**config.mk**
```make
export PLATFORM = sky130hd
export DESIGN_NAME = ctr_src_router
export DESIGN_NICKNAME = d
export VERILOG_FILES = /design/src/rtl/ctr_src_router.sv
export SDC_FILE = /design/constraint.sdc
export NUM_CORES = 1
export LEC_CHECK = 0
export BUFFER_PORTS_ARGS = -buffer_cell sky130_fd_sc_hd__buf_4
export CORE_ASPECT_RATIO = 1.4
export CORE_UTILIZATION = 55
export CTS_BUF_LIST = sky130_fd_sc_hd__clkbuf_8
export DETAILED_ROUTE_END_ITERATION = 10
export PLACE_DENSITY = 0.76
export SYNTH_ARGS = -nofsm -noshare
export SYNTH_HDL_FRONTEND = slang
export SYNTH_SLANG_ARGS = --single-unit
```
**constraint.sdc**
```tcl
create_clock -name clk -period 1.8 [get_ports clk]
set_input_delay 0 -clock clk [delete_from_list [all_inputs] [get_ports clk]]
set_output_delay 0 -clock clk [all_outputs]
set_load 0.03 [all_outputs]
```
**src/rtl/ctr_src_router.sv**
```systemverilog
module ctr_src_router #(
  parameter int NGRP = 3,
  parameter int NDEC = 4,
  parameter int FULL_SRC = 11,
  parameter int ADDR_W = 6,
  parameter logic [5:0] CLK_BASE = 6'h18,
  parameter logic [5:0] GATE_BASE = 6'h1B,
  parameter logic [5:0] ENH_ADDR = 6'h20,
  localparam int NCH = NGRP * 6
) (
  input  logic              clk,
  input  logic              rst_n,
  input  logic              wr_en,
  input  logic [ADDR_W-1:0] wr_addr,
  input  logic [7:0]        wr_data,
  input  logic [NCH-1:0]    ext_clk,
  output logic [NCH-1:0]    ch_clk,
  output logic [NCH-1:0]    ch_gate
);

  localparam logic [ADDR_W-1:0] NGRP_A = ADDR_W'(NGRP);

  logic                enh_q;
  logic                half_q;
  logic [3:0]          dec_q [1:NDEC];
  logic [NDEC:0]       tick;

  wire [ADDR_W-1:0] clk_off  = wr_addr - CLK_BASE;
  wire [ADDR_W-1:0] gate_off = wr_addr - GATE_BASE;
  wire              clk_wr   = wr_en && (clk_off < NGRP_A);
  wire              gate_wr  = wr_en && (gate_off < NGRP_A);
  wire [4:0]        new_src  = {enh_q ? wr_data[7:6] : 2'b00, wr_data[2:0]};

  always_ff @(posedge clk or negedge rst_n)
    if (!rst_n) enh_q <= 1'b0;
    else if (wr_en && wr_addr == ENH_ADDR) enh_q <= wr_data[0];

  always_comb begin
    tick[0] = half_q;
    for (int k = 1; k <= NDEC; k++)
      tick[k] = tick[k-1] && (dec_q[k] == 4'd9);
  end

  always_ff @(posedge clk or negedge rst_n)
    if (!rst_n) begin
      half_q <= 1'b0;
      for (int k = 1; k <= NDEC; k++) dec_q[k] <= 4'd0;
    end else begin
      half_q <= ~half_q;
      for (int k = 1; k <= NDEC; k++)
        if (tick[k-1]) dec_q[k] <= (dec_q[k] == 4'd9) ? 4'd0 : dec_q[k] + 4'd1;
    end

  for (genvar i = 0; i < NCH; i++) begin : g_ch
    localparam logic [ADDR_W-1:0] GRP = ADDR_W'(i / 6);
    localparam logic               CHIP = 1'((i / 3) % 2);
    localparam logic [1:0]         CHAN = 2'(i % 3);

    logic [4:0] csel_q, gsel_q;
    wire hit = wr_data[5] == CHIP && wr_data[4:3] == CHAN;

    always_ff @(posedge clk or negedge rst_n)
      if (!rst_n) begin
        csel_q <= 5'd0;
        gsel_q <= 5'd0;
      end else begin
        if (clk_wr && hit && clk_off == GRP)   csel_q <= new_src;
        if (gate_wr && hit && gate_off == GRP) gsel_q <= new_src;
      end

    always_comb begin
      ch_clk[i] = 1'b0;
      if (csel_q == 5'd0) ch_clk[i] = ext_clk[i];
      else if (csel_q == 5'(FULL_SRC)) ch_clk[i] = 1'b1;
      else
        for (int k = 0; k <= NDEC; k++)
          if (csel_q == 5'(k + 1)) ch_clk[i] = tick[k];
    end

    assign ch_gate[i] = (gsel_q == 5'd0);
  end

endmodule

```
==> results of run 1 <==
-- worst max-delay path, stage by stage (launching register included) --
cell and delay [ns]:
dfrtp_1 0.42, or3b_4 0.46, nor3_4 0.18, buf_6 0.15, buf_8 0.13, a31oi_1 0.09, a22oi_2 0.23, buf_6 0.16
-- area by class of cell --
| cell class | count | area, um^2 | area share (%) |
|---|---|---|---|
| clock buffer | 18 | 248 | 1.90 |
| multi-input combinational | 671 | 5670 | 43.6 |
| timing repair buffer | 183 | 1640 | 12.6 |
| tap | 244 | 305 | 2.35 |
| inverter | 7 | 26.3 | 0.202 |
| sequential | 198 | 4960 | 38.1 |
| clock inverter | 14 | 160 | 1.23 |
-- layer usage --
metal / part of all wire [%] / global-route usage (%)
met5: 0 / 0
met3: 4.6 / 4.81
met1: 40 / 32.7
met4: 2.6 / 11.3
met2: 53 / 50.2
-- cells by family after synthesis --
| family | synth area share (%) |
|---|---|
| multiplexers | 19.7 |
| AO/OA/AOI/OAI | 8.24 |
| AND/OR/NAND/NOR | 21.2 |
| XOR/XNOR | 1.07 |
| buffers and inverters | 2.42 |
| adder cells (fa/ha/maj) | 0.119 |
| flip-flops | 47.3 |
-- through the flow --
step	total power, uW	hold slack (ns)
floorplan	5290	-0.296
global placement	5750	-0.0123
detailed placement	5770	-0.0140
CTS	8710	0.0382
global route	9000	0.0510
finish	8660	0.0340
-- flip-flops by register name, indices dropped and copies added, names as in the netlist --
name / cells
dec_q: 16
enh_q: 1
g_ch.csel_q: 90
g_ch.gsel_q: 90
half_q: 1
-- synthesized netlist by cell type (5+ instances only) --
library cell / instances
a211oi_1: 16
nor3_1: 20
nor4_1: 29
nor2_2: 8
or4_1: 19
nand2_1: 31
buf_1: 13
buf_2: 5
inv_1: 7
o21ai_0: 5
nor3b_1: 8
a31oi_1: 18
mux2_2: 183
clkbuf_1: 34
nor2_1: 46
and4b_1: 13
or3_1: 30
a22oi_1: 16
a221o_1: 15
o22ai_1: 17
or4b_2: 13
dfrtp_1: 198
a21oi_1: 19
nand2b_1: 38
and2b_1: 6
nand3_1: 25
nor2b_1: 32
xor2_1: 7
-- power by group through the flow --
stage / Combinational, uW / Clock (uW) / Sequential (uW)
4_1_cts: 1140 / 2960 / 4610
2_1_floorplan: 627 / 0 / 4660
5_1_grt: 1220 / 3150 / 4630
3_5_place_dp: 1070 / 0 / 4700
6_report: 1140 / 2910 / 4610
3_3_place_gp: 1060 / 0 / 4690
-- final timing paths --
check                           cells past startpoint  slack, ns            endpoint
worst max-delay path                                7      -0.49           ch_clk[8]
worst min-delay path                                2       0.03   g_ch[6].csel_q[4]
worst max register to register                      7      -0.08            dec_q[5]
worst min register to register                      1       0.51  g_ch[10].gsel_q[4]
max in group asynchronous                           3       1.09   g_ch[7].gsel_q[4]
min in group clk                                    5       0.09   g_ch[8].gsel_q[2]
-- cell usage in the layout (no fill, tap or decap), types with 5 or more instances in the layout --
master	n
o22ai_1	11
a21oi_2	13
clkbuf_8	19
o22ai_2	6
nor2_1	43
xor2_1	7
or4b_4	7
nor4_1	26
nor2_2	11
or4_1	19
nor3b_1	8
a221o_1	15
nand3_1	23
and4b_1	13
buf_6	28
dfrtp_1	197
buf_4	137
nand2_1	31
a211oi_1	16
nor2b_1	32
dlygate4sd3_1	5
buf_12	9
or4b_2	6
a22oi_2	16
or3_1	30
a21oi_1	6
nor3_1	18
a31oi_1	15
and2b_1	6
mux2_2	183
nand2b_1	38
inv_1	7
-- what timing repair did --
item                                   CTS  global route
setup endpoints to repair               21            24
setup buffers                           10            11
endpoints found under the hold margin  209             0
cloned                                   0             1
resized for setup                       68            25
hold buffers                             5             0
pin swaps                               19             6
==> impl_metrics.ini, run 1 <==
[power]
peakVddDrop_uv = 561
switchingPower_uw = 2440
power-per-cell-area_mw_per_mm2 = 666
seqPwrFrac_pct = 53.3
pwr-share-clk_pct = 33.6
p_leak_uw = 0.00635
p_int_uw = 6210
pwr-share-comb_pct = 13.2
p_sw_share_pct = 28.2

[sta]
finClkSkew_ns = 0.0112
finalSetupViolCount = 21
fmax_mhz = 437
worst_slew_pin_slew_ns = 0.526
hold_viol_final = 0
worst_slack_ns = -0.487
grt_setup_unrepaired = true
setup-tns-final_ns = -8.37
slew_violations = 0
finalCritPeriodShare_pct = 127
maxSlewHeadroom_pct = 65.0
layout_min_cycle_time_ns = 2.29

[clock_tree]
cts.sinks = 198
htreeDepth = 4
clk_path_buf_depth = 2
cts_inserted_buffers = 17
path_clk_slew_ns = 0.10
clk-insertion-delay-late_ns = 0.48
root_buffer = clkbuf_8
cts_tree = done

[critical_path]
cp_max_fo = 7
critPathLaunchType = flip-flop
r2r_start = dec_q[14]
cp-end-kind = output pin
critical_path_class = reg -> out
crit_path_start = dec_q[14]
crit_required_ns = 1.80
worstPathArrival_ns = 2.29

[run_status]
violations = setup timing
status = finished with violations

[floorplanning]
start_util_pct = 56.3
fp.dieH_um = 165
die_w_um = 119
io_pins = 71
fp.dieArea_mm2 = 0.0196
row_count = 59
core-area_mm2 = 0.0186

[cells_and_area]
finalInstanceArea_mm2 = 0.0130
drive_above_1_share_pct = 44.8
fill_cells = 1372
utilization_pct = 69.9
fin_cells = 1335
layout.nets = 1114
diodes = 0
areaGrowthSynthToFinish_pct = 24.1

[drt]
drt_iter0_drc = 449
drt_pass1_iterations = 5
ant_nets = 0
wl_um = 26700
via_per_inst = 6.22
drcViolationCount = 0
wl_per_cell_um = 20.0
vias = 8300

[synthesis]
ys_ff_latch = 198
synth_area_mm2 = 0.0105
synth.area.top_cells = dfrtp_1 47%, mux2_2 20%, nand2b_1 2.3%, nor2b_1 1.9%, or3_1 1.8%
yosys.area.top_type = dfrtp_1
synth.distinct_cells = 59
synth-main-ff-cell = dfrtp_1
async_flop_share_pct = 100
syn-instance-count = 931
synth_top_area_share_pct = 47.3
ys_seq_area_share_pct = 47.3
ys_warn_count = 0
synth_edf_count = 0
synth_fp_nets = 967
syn_area_per_cell_um2 = 11.3

[place]
hpwl_um = 17200
io_buffers = 70
dpl_cell_area_mm2 = 0.0120
place.gp.congestion = 0.838
place_ws_ns = -0.0698
placedCellCount = 1278

[grt]
grt_pass1_vias = 8190
grt_max_degree = 61
grt_overflow = 0
grt_pass1_wl_um = 42300
grt.total_usage_pct = 27.8
antenna_found_initial = 0

[min_path]
min_path_type = in -> async

[run]
max_cap_viol_count = 0
No activity file was read; power rests on OpenSTA's default activity.
==> run 2, diff against run 1 <==
--- a/config.mk
+++ b/config.mk
@@ -7,10 +7,12 @@
 export LEC_CHECK = 0
 export BUFFER_PORTS_ARGS = -buffer_cell sky130_fd_sc_hd__buf_4
 export CORE_ASPECT_RATIO = 1.4
+export CORE_MARGIN = 3
 export CORE_UTILIZATION = 55
 export CTS_BUF_LIST = sky130_fd_sc_hd__clkbuf_8
+export CTS_CLUSTER_SIZE = 25
 export DETAILED_ROUTE_END_ITERATION = 10
-export PLACE_DENSITY = 0.76
+export PLACE_DENSITY = 0.77
 export SYNTH_ARGS = -nofsm -noshare
 export SYNTH_HDL_FRONTEND = slang
 export SYNTH_SLANG_ARGS = --single-unit
==> run 2 against run 1 <==
The flow still finishes with violations (setup timing). Global-route usage down 0.69 points. Sequential share of layout area shrank 0.57 points. Setup slack lost 0.042 ns.
==> impl_metrics.ini, run 2 (synthesized netlist as in run 1, its figures left out) <==
[run_status]
status = finished with violations
violations = setup timing

[sta]
hold_ws_ns = 0.113
finClkSkew_ns = 0.0170
layout_min_cycle_time_ns = 2.33
slew_violations = 0
grt_setup_unrepaired = true
hold_viol_final = 0
maxSlewHeadroom_pct = 64.9
finalCritPeriodShare_pct = 129
fmax_mhz = 429
finalSetupViolCount = 26
worst_slack_ns = -0.530
worst_slew_pin_slew_ns = 0.526

[cells_and_area]
layout_commonest_cell = dfrtp_1
layout.nets = 1125
areaGrowthSynthToFinish_pct = 26.0
final_cell_mix = 196 x dfrtp_1, 183 x mux2_2, 146 x buf_4, 40 x nor2_1, 38 x nand2b_1
diodes = 0
finalInstanceArea_mm2 = 0.0132
reg_top3 = g_ch.csel_q: 90 flops, g_ch.gsel_q: 90 flops, dec_q: 16 flops
drive_above_1_share_pct = 46.6
fill_cells = 1302

[power]
peakVddDrop_uv = 755
p_total_uw = 8940
power-per-cell-area_mw_per_mm2 = 677
p_leak_uw = 0.00645

[grt]
grt_pass1_vias = 8555
antenna_found_initial = 0
grt_overflow = 0
grt_pass1_wl_um = 44000
grt_max_degree = 72
grt.total_usage_pct = 27.1

[drt]
drt_iter0_drc = 488
wl_um = 28000
drt_pass1_iterations = 5
vias = 8368
via_per_inst = 6.22
wl_per_cell_um = 20.8
drcViolationCount = 0
ant_nets = 0

[floorplanning]
io_pins = 71
start_util_pct = 56.1
die_w_um = 123
fp.dieH_um = 169
fp.dieArea_mm2 = 0.0208
row_count = 59
core-area_mm2 = 0.0187

[clock_tree]
htreeDepth = 4
path_clk_slew_ns = 0.11
root_buffer = clkbuf_8
clk-insertion-delay-late_ns = 0.48
cts_inserted_buffers = 17
cts.sinks = 198
cts_tree = done
clk_path_buf_depth = 2

[critical_path]
cp-end-kind = output pin
cp_max_fo = 4
critPathLaunchType = flip-flop
rr_worst_depth = 9
rrSetupSlack_ns = -0.28
crit_required_ns = 1.80
r2r_start = dec_q[14]
critical_path_class = reg -> out
r2r-end = dec_q[5]
worstPathArrival_ns = 2.33

[min_path]
min_path_type = in -> async

[place]
dpl_cell_area_mm2 = 0.0119
io_buffers = 70
hpwl_um = 17200
place_ws_ns = -0.0403
place.gp.congestion = 0.836

[run]
max_cap_viol_count = 0
run 2: changes by cell type in the layout (fill, tap and decap cells not counted), moves of 5 or more:
cell / delta
buf_4: +9
buf_6: +5
nor4_1: -5
or4b_2: -6
or4b_4: +6
run 2: report_power, final:
part | total, uW | internal, uW | switching (uW) | leakage [uW]
clock | 3160 | 1340 | 1820 | 0.000224
combinational | 1160 | 498 | 665 | 0.00348
sequential | 4610 | 4530 | 87.7 | 0.00274
total | 8940 | 6370 | 2570 | 0.00645
run 2: cell type report:
class	count	area [um^2]	share of cell area, %
sequential	198	4960	37.5
tap	244	305	2.31
multi-input combinational	671	5770	43.7
clock buffer	17	234	1.77
timing repair buffer	194	1700	12.8
inverter	7	26.3	0.199
clock inverter	15	223	1.69
run 2: worst max-delay path, cell delays in order, from the launching register on:
cell,delay (ns)
dfrtp_1,0.46
nor4bb_4,0.41
buf_4,0.21
o2111ai_2,0.12
a221o_1,0.29
a22oi_2,0.21
buf_6,0.16
run 2: timing repair:
action	CTS	global route
gates cloned	1	0
hold buffers	6	0
hold endpoints to repair	209	0
gates resized for setup	92	29
endpoints found under the setup margin	20	30
pin swaps	32	12
setup buffers	20	8
run 2: how the worst max path moves through the flow:
| stage | to | start |
|---|---|---|
| 3_3_place_gp | ch_clk[12] | dec_q[13] |
| 3_5_place_dp | dec_q[3] | dec_q[11] |
| 2_1_floorplan | ch_clk[14] | dec_q[10] |
| 5_1_grt | ch_clk[17] | dec_q[9] |
| 6_report | ch_clk[17] | dec_q[9] |
| 4_1_cts | ch_clk[10] | half_q |
run 2: metrics by stage:
stage,instances,setup TNS (ns),utilization (%)
after floorplan,931,0,-
after global placement,1280,-0.00868,64.0
after detailed placement,1280,-0.219,64.0
after CTS,1339,-8.19,69.8
after global routing,1346,-11.44,70.7
final,1346,-9.42,70.7
run 2: metal layers:
| layer | wire length [um] | track usage, % |
|---|---|---|
| met5 | 0 | 0 |
| met1 | 11000 | 32.9 |
| met4 | 839 | 11.2 |
| met3 | 1340 | 4.83 |
| met2 | 14800 | 47.3 |
==> run 3, diff against run 2 <==
--- a/config.mk
+++ b/config.mk
@@ -8,11 +8,12 @@
 export BUFFER_PORTS_ARGS = -buffer_cell sky130_fd_sc_hd__buf_4
 export CORE_ASPECT_RATIO = 1.4
 export CORE_MARGIN = 3
-export CORE_UTILIZATION = 55
+export CORE_UTILIZATION = 52
 export CTS_BUF_LIST = sky130_fd_sc_hd__clkbuf_8
 export CTS_CLUSTER_SIZE = 25
 export DETAILED_ROUTE_END_ITERATION = 10
-export PLACE_DENSITY = 0.77
+export GPL_ROUTABILITY_DRIVEN = 0
+export PLACE_DENSITY = 0.71
 export SYNTH_ARGS = -nofsm -noshare
 export SYNTH_HDL_FRONTEND = slang
 export SYNTH_SLANG_ARGS = --single-unit
==> constraint.sdc (replaced) <==
create_clock -name clk -period 2.7 [get_ports clk]
set_input_delay 0 -clock clk [delete_from_list [all_inputs] [get_ports clk]]
set_output_delay 0 -clock clk [all_outputs]
set_load 0.03 [all_outputs]
==> run 3 against run 2 <==
The flow now finishes without violations. Setup slack improved by 0.72 ns. Critical path type unchanged. Sequential power is 33% lower. Clock-buffer cell count unchanged. Clock skew is 0.0067 ns lower. Largest power group unchanged. Register-to-register slack gained 0.90 ns.
==> impl_metrics.ini, run 3 (synthesized netlist as in run 1, its figures left out) <==
[sta]
finalCritPeriodShare_pct = 92.8
fmax_mhz = 399
setup-tns-final_ns = 0
maxSlewHeadroom_pct = 59.3
grt_setup_unrepaired = false
hold_ws_ns = 0.120
finalSetupViolCount = 0
slew_violations = 0
finClkSkew_ns = 0.0102
hold_viol_final = 0
layout_min_cycle_time_ns = 2.51
worst_slew_pin_slew_ns = 0.610

[min_path]
min_path_type = in -> async

[critical_path]
worstPathArrival_ns = 2.51
crit_slowest_cell = dfrtp_1
worstPathCellList = or3b_1 -> nor3_4 -> buf_12 -> a31oi_1 -> a22oi_1 -> buf_4
cp-end-kind = output pin
cp_max_fo = 21
critPathTopFamily = simple AND/OR/NAND/NOR gates
critPathLaunchType = flip-flop
crit_required_ns = 2.70
critical_path_class = reg -> out
path_buf_inv = 2
cp_slowest_stage_delay_ns = 0.47

[clock_tree]
clk-insertion-delay-late_ns = 0.47
cts_setup_buffers = 0
cts_inserted_buffers = 17
cts.sinks = 198
htreeDepth = 4
clk_path_buf_depth = 2
ctsResizeCount = 0
cts_tree = done
path_clk_slew_ns = 0.12
root_buffer = clkbuf_8

[floorplanning]
fp.dieH_um = 174
fp.dieArea_mm2 = 0.0219
core-area_mm2 = 0.0195
die_w_um = 126
io_pins = 71
row_count = 60
start_util_pct = 53.7

[grt]
grt_max_degree = 74
antenna_found_initial = 0
grt_overflow = 0
grt_pass1_wl_um = 40700
grt_pass1_vias = 7672
grt.total_usage_pct = 23.0

[drt]
drcViolationCount = 0
vias = 7743
drt_pass1_iterations = 5
drt_iter0_drc = 328
ant_nets = 0
via_per_inst = 6.18
wl_per_cell_um = 19.7
wl_um = 24700

[cells_and_area]
register_area_mm2 = 0.00495
layout_commonest_cell = dfrtp_1
reg_top3 = g_ch.csel_q: 90 flops, g_ch.gsel_q: 90 flops, dec_q: 16 flops
multi_input_area_mm2 = 0.00529
fill_cells = 1651
utilization_pct = 60.5
diodes = 0
areaGrowthSynthToFinish_pct = 12.7
final_cell_mix = 198 x dfrtp_1, 183 x mux2_2, 86 x buf_4, 46 x nor2_1, 38 x nand2b_1
layout.nets = 1028
drive_above_1_share_pct = 33.8

[place]
io_buffers = 70
hpwl_um = 15600

[power]
power-per-cell-area_mw_per_mm2 = 488
p_leak_uw = 0.00572
p_total_uw = 5770
peakVddDrop_uv = 330

[run_status]
status = completed

[run]
max_cap_viol_count = 0
run 3: cell count changes in the layout (fill, tap and decap cells not counted), moves of 6 or more:
cell and delta:
a22oi_1 +16, nor3_1 +6, a22oi_2 -16, buf_4 -60
or4b_2 +13, buf_6 -33, o22ai_1 +6, nor2_1 +6
nor4_1 +8, o22ai_2 -6, nor4_2 -7, a21oi_1 +14
or4b_4 -13, a21oi_2 -13
run 3: routing by layer:
layer / up-vias / global-route usage [%] / routed length (um)
met2: 178 / 39.2 / 12600
met5: - / 0 / 0
met4: 0 / 6.62 / 424
met1: 3905 / 30.4 / 10800
met3: 37 / 3.54 / 889
li1: 3623 / - / -
run 3: what timing repair did:
action / CTS / global route
endpoints found under the setup margin: 0 / 0
endpoints found under the hold margin: 82 / 0
hold buffers: 6 / 0
run 3: worst reg2reg max path, stage by stage (launching register included):
cell	delay, ns
dfrtp_1	0.46
nor4bb_4	0.42
buf_4	0.32
nand4_1	0.17
or2_2	0.33
o311ai_0	0.28
run 3: path summary, 6_finish.rpt:
check / startpoint / endpoint / slack (ns) / depth (start not counted)
max: dec_q[13] / ch_clk[12] / 0.19 / 6
max in group asynchronous: rst_n / g_ch[13].gsel_q[0] / 1.81 / 3
min in group clk: wr_data[1] / g_ch[9].gsel_q[1] / 0.16 / 2
min: rst_n / g_ch[10].gsel_q[1] / 0.12 / 2
min reg2reg: g_ch[3].gsel_q[4] / g_ch[3].gsel_q[4] / 0.51 / 1
max reg2reg: dec_q[9] / dec_q[3] / 0.62 / 5
run 3: through the flow:
step / setup slack [ns] / area, um^2 / instances
after floorplan: 0.690 / 10500 / 931
after global placement: 0.706 / 11300 / 1215
after detailed placement: 0.611 / 11300 / 1215
after CTS: 0.180 / 11800 / 1253
after global routing: 0.0639 / 11800 / 1253
final: 0.195 / 11800 / 1253
run 3: where the power goes:
part           switching, uW  internal [uW]  total, uW
registers               62.4           3020       3080
clock network           1210            811       2020
logic                    400            270        670
total                   1670           4100       5770
run 3: area by class of cell:
type / instances / area share, %
Clock buffer: 17 / 1.98
Tap cell: 248 / 2.63
Multi-Input combinational cell: 671 / 44.8
Timing Repair Buffer: 97 / 6.77
Clock inverter: 15 / 1.68
Sequential cell: 198 / 41.9
Inverter: 7 / 0.222
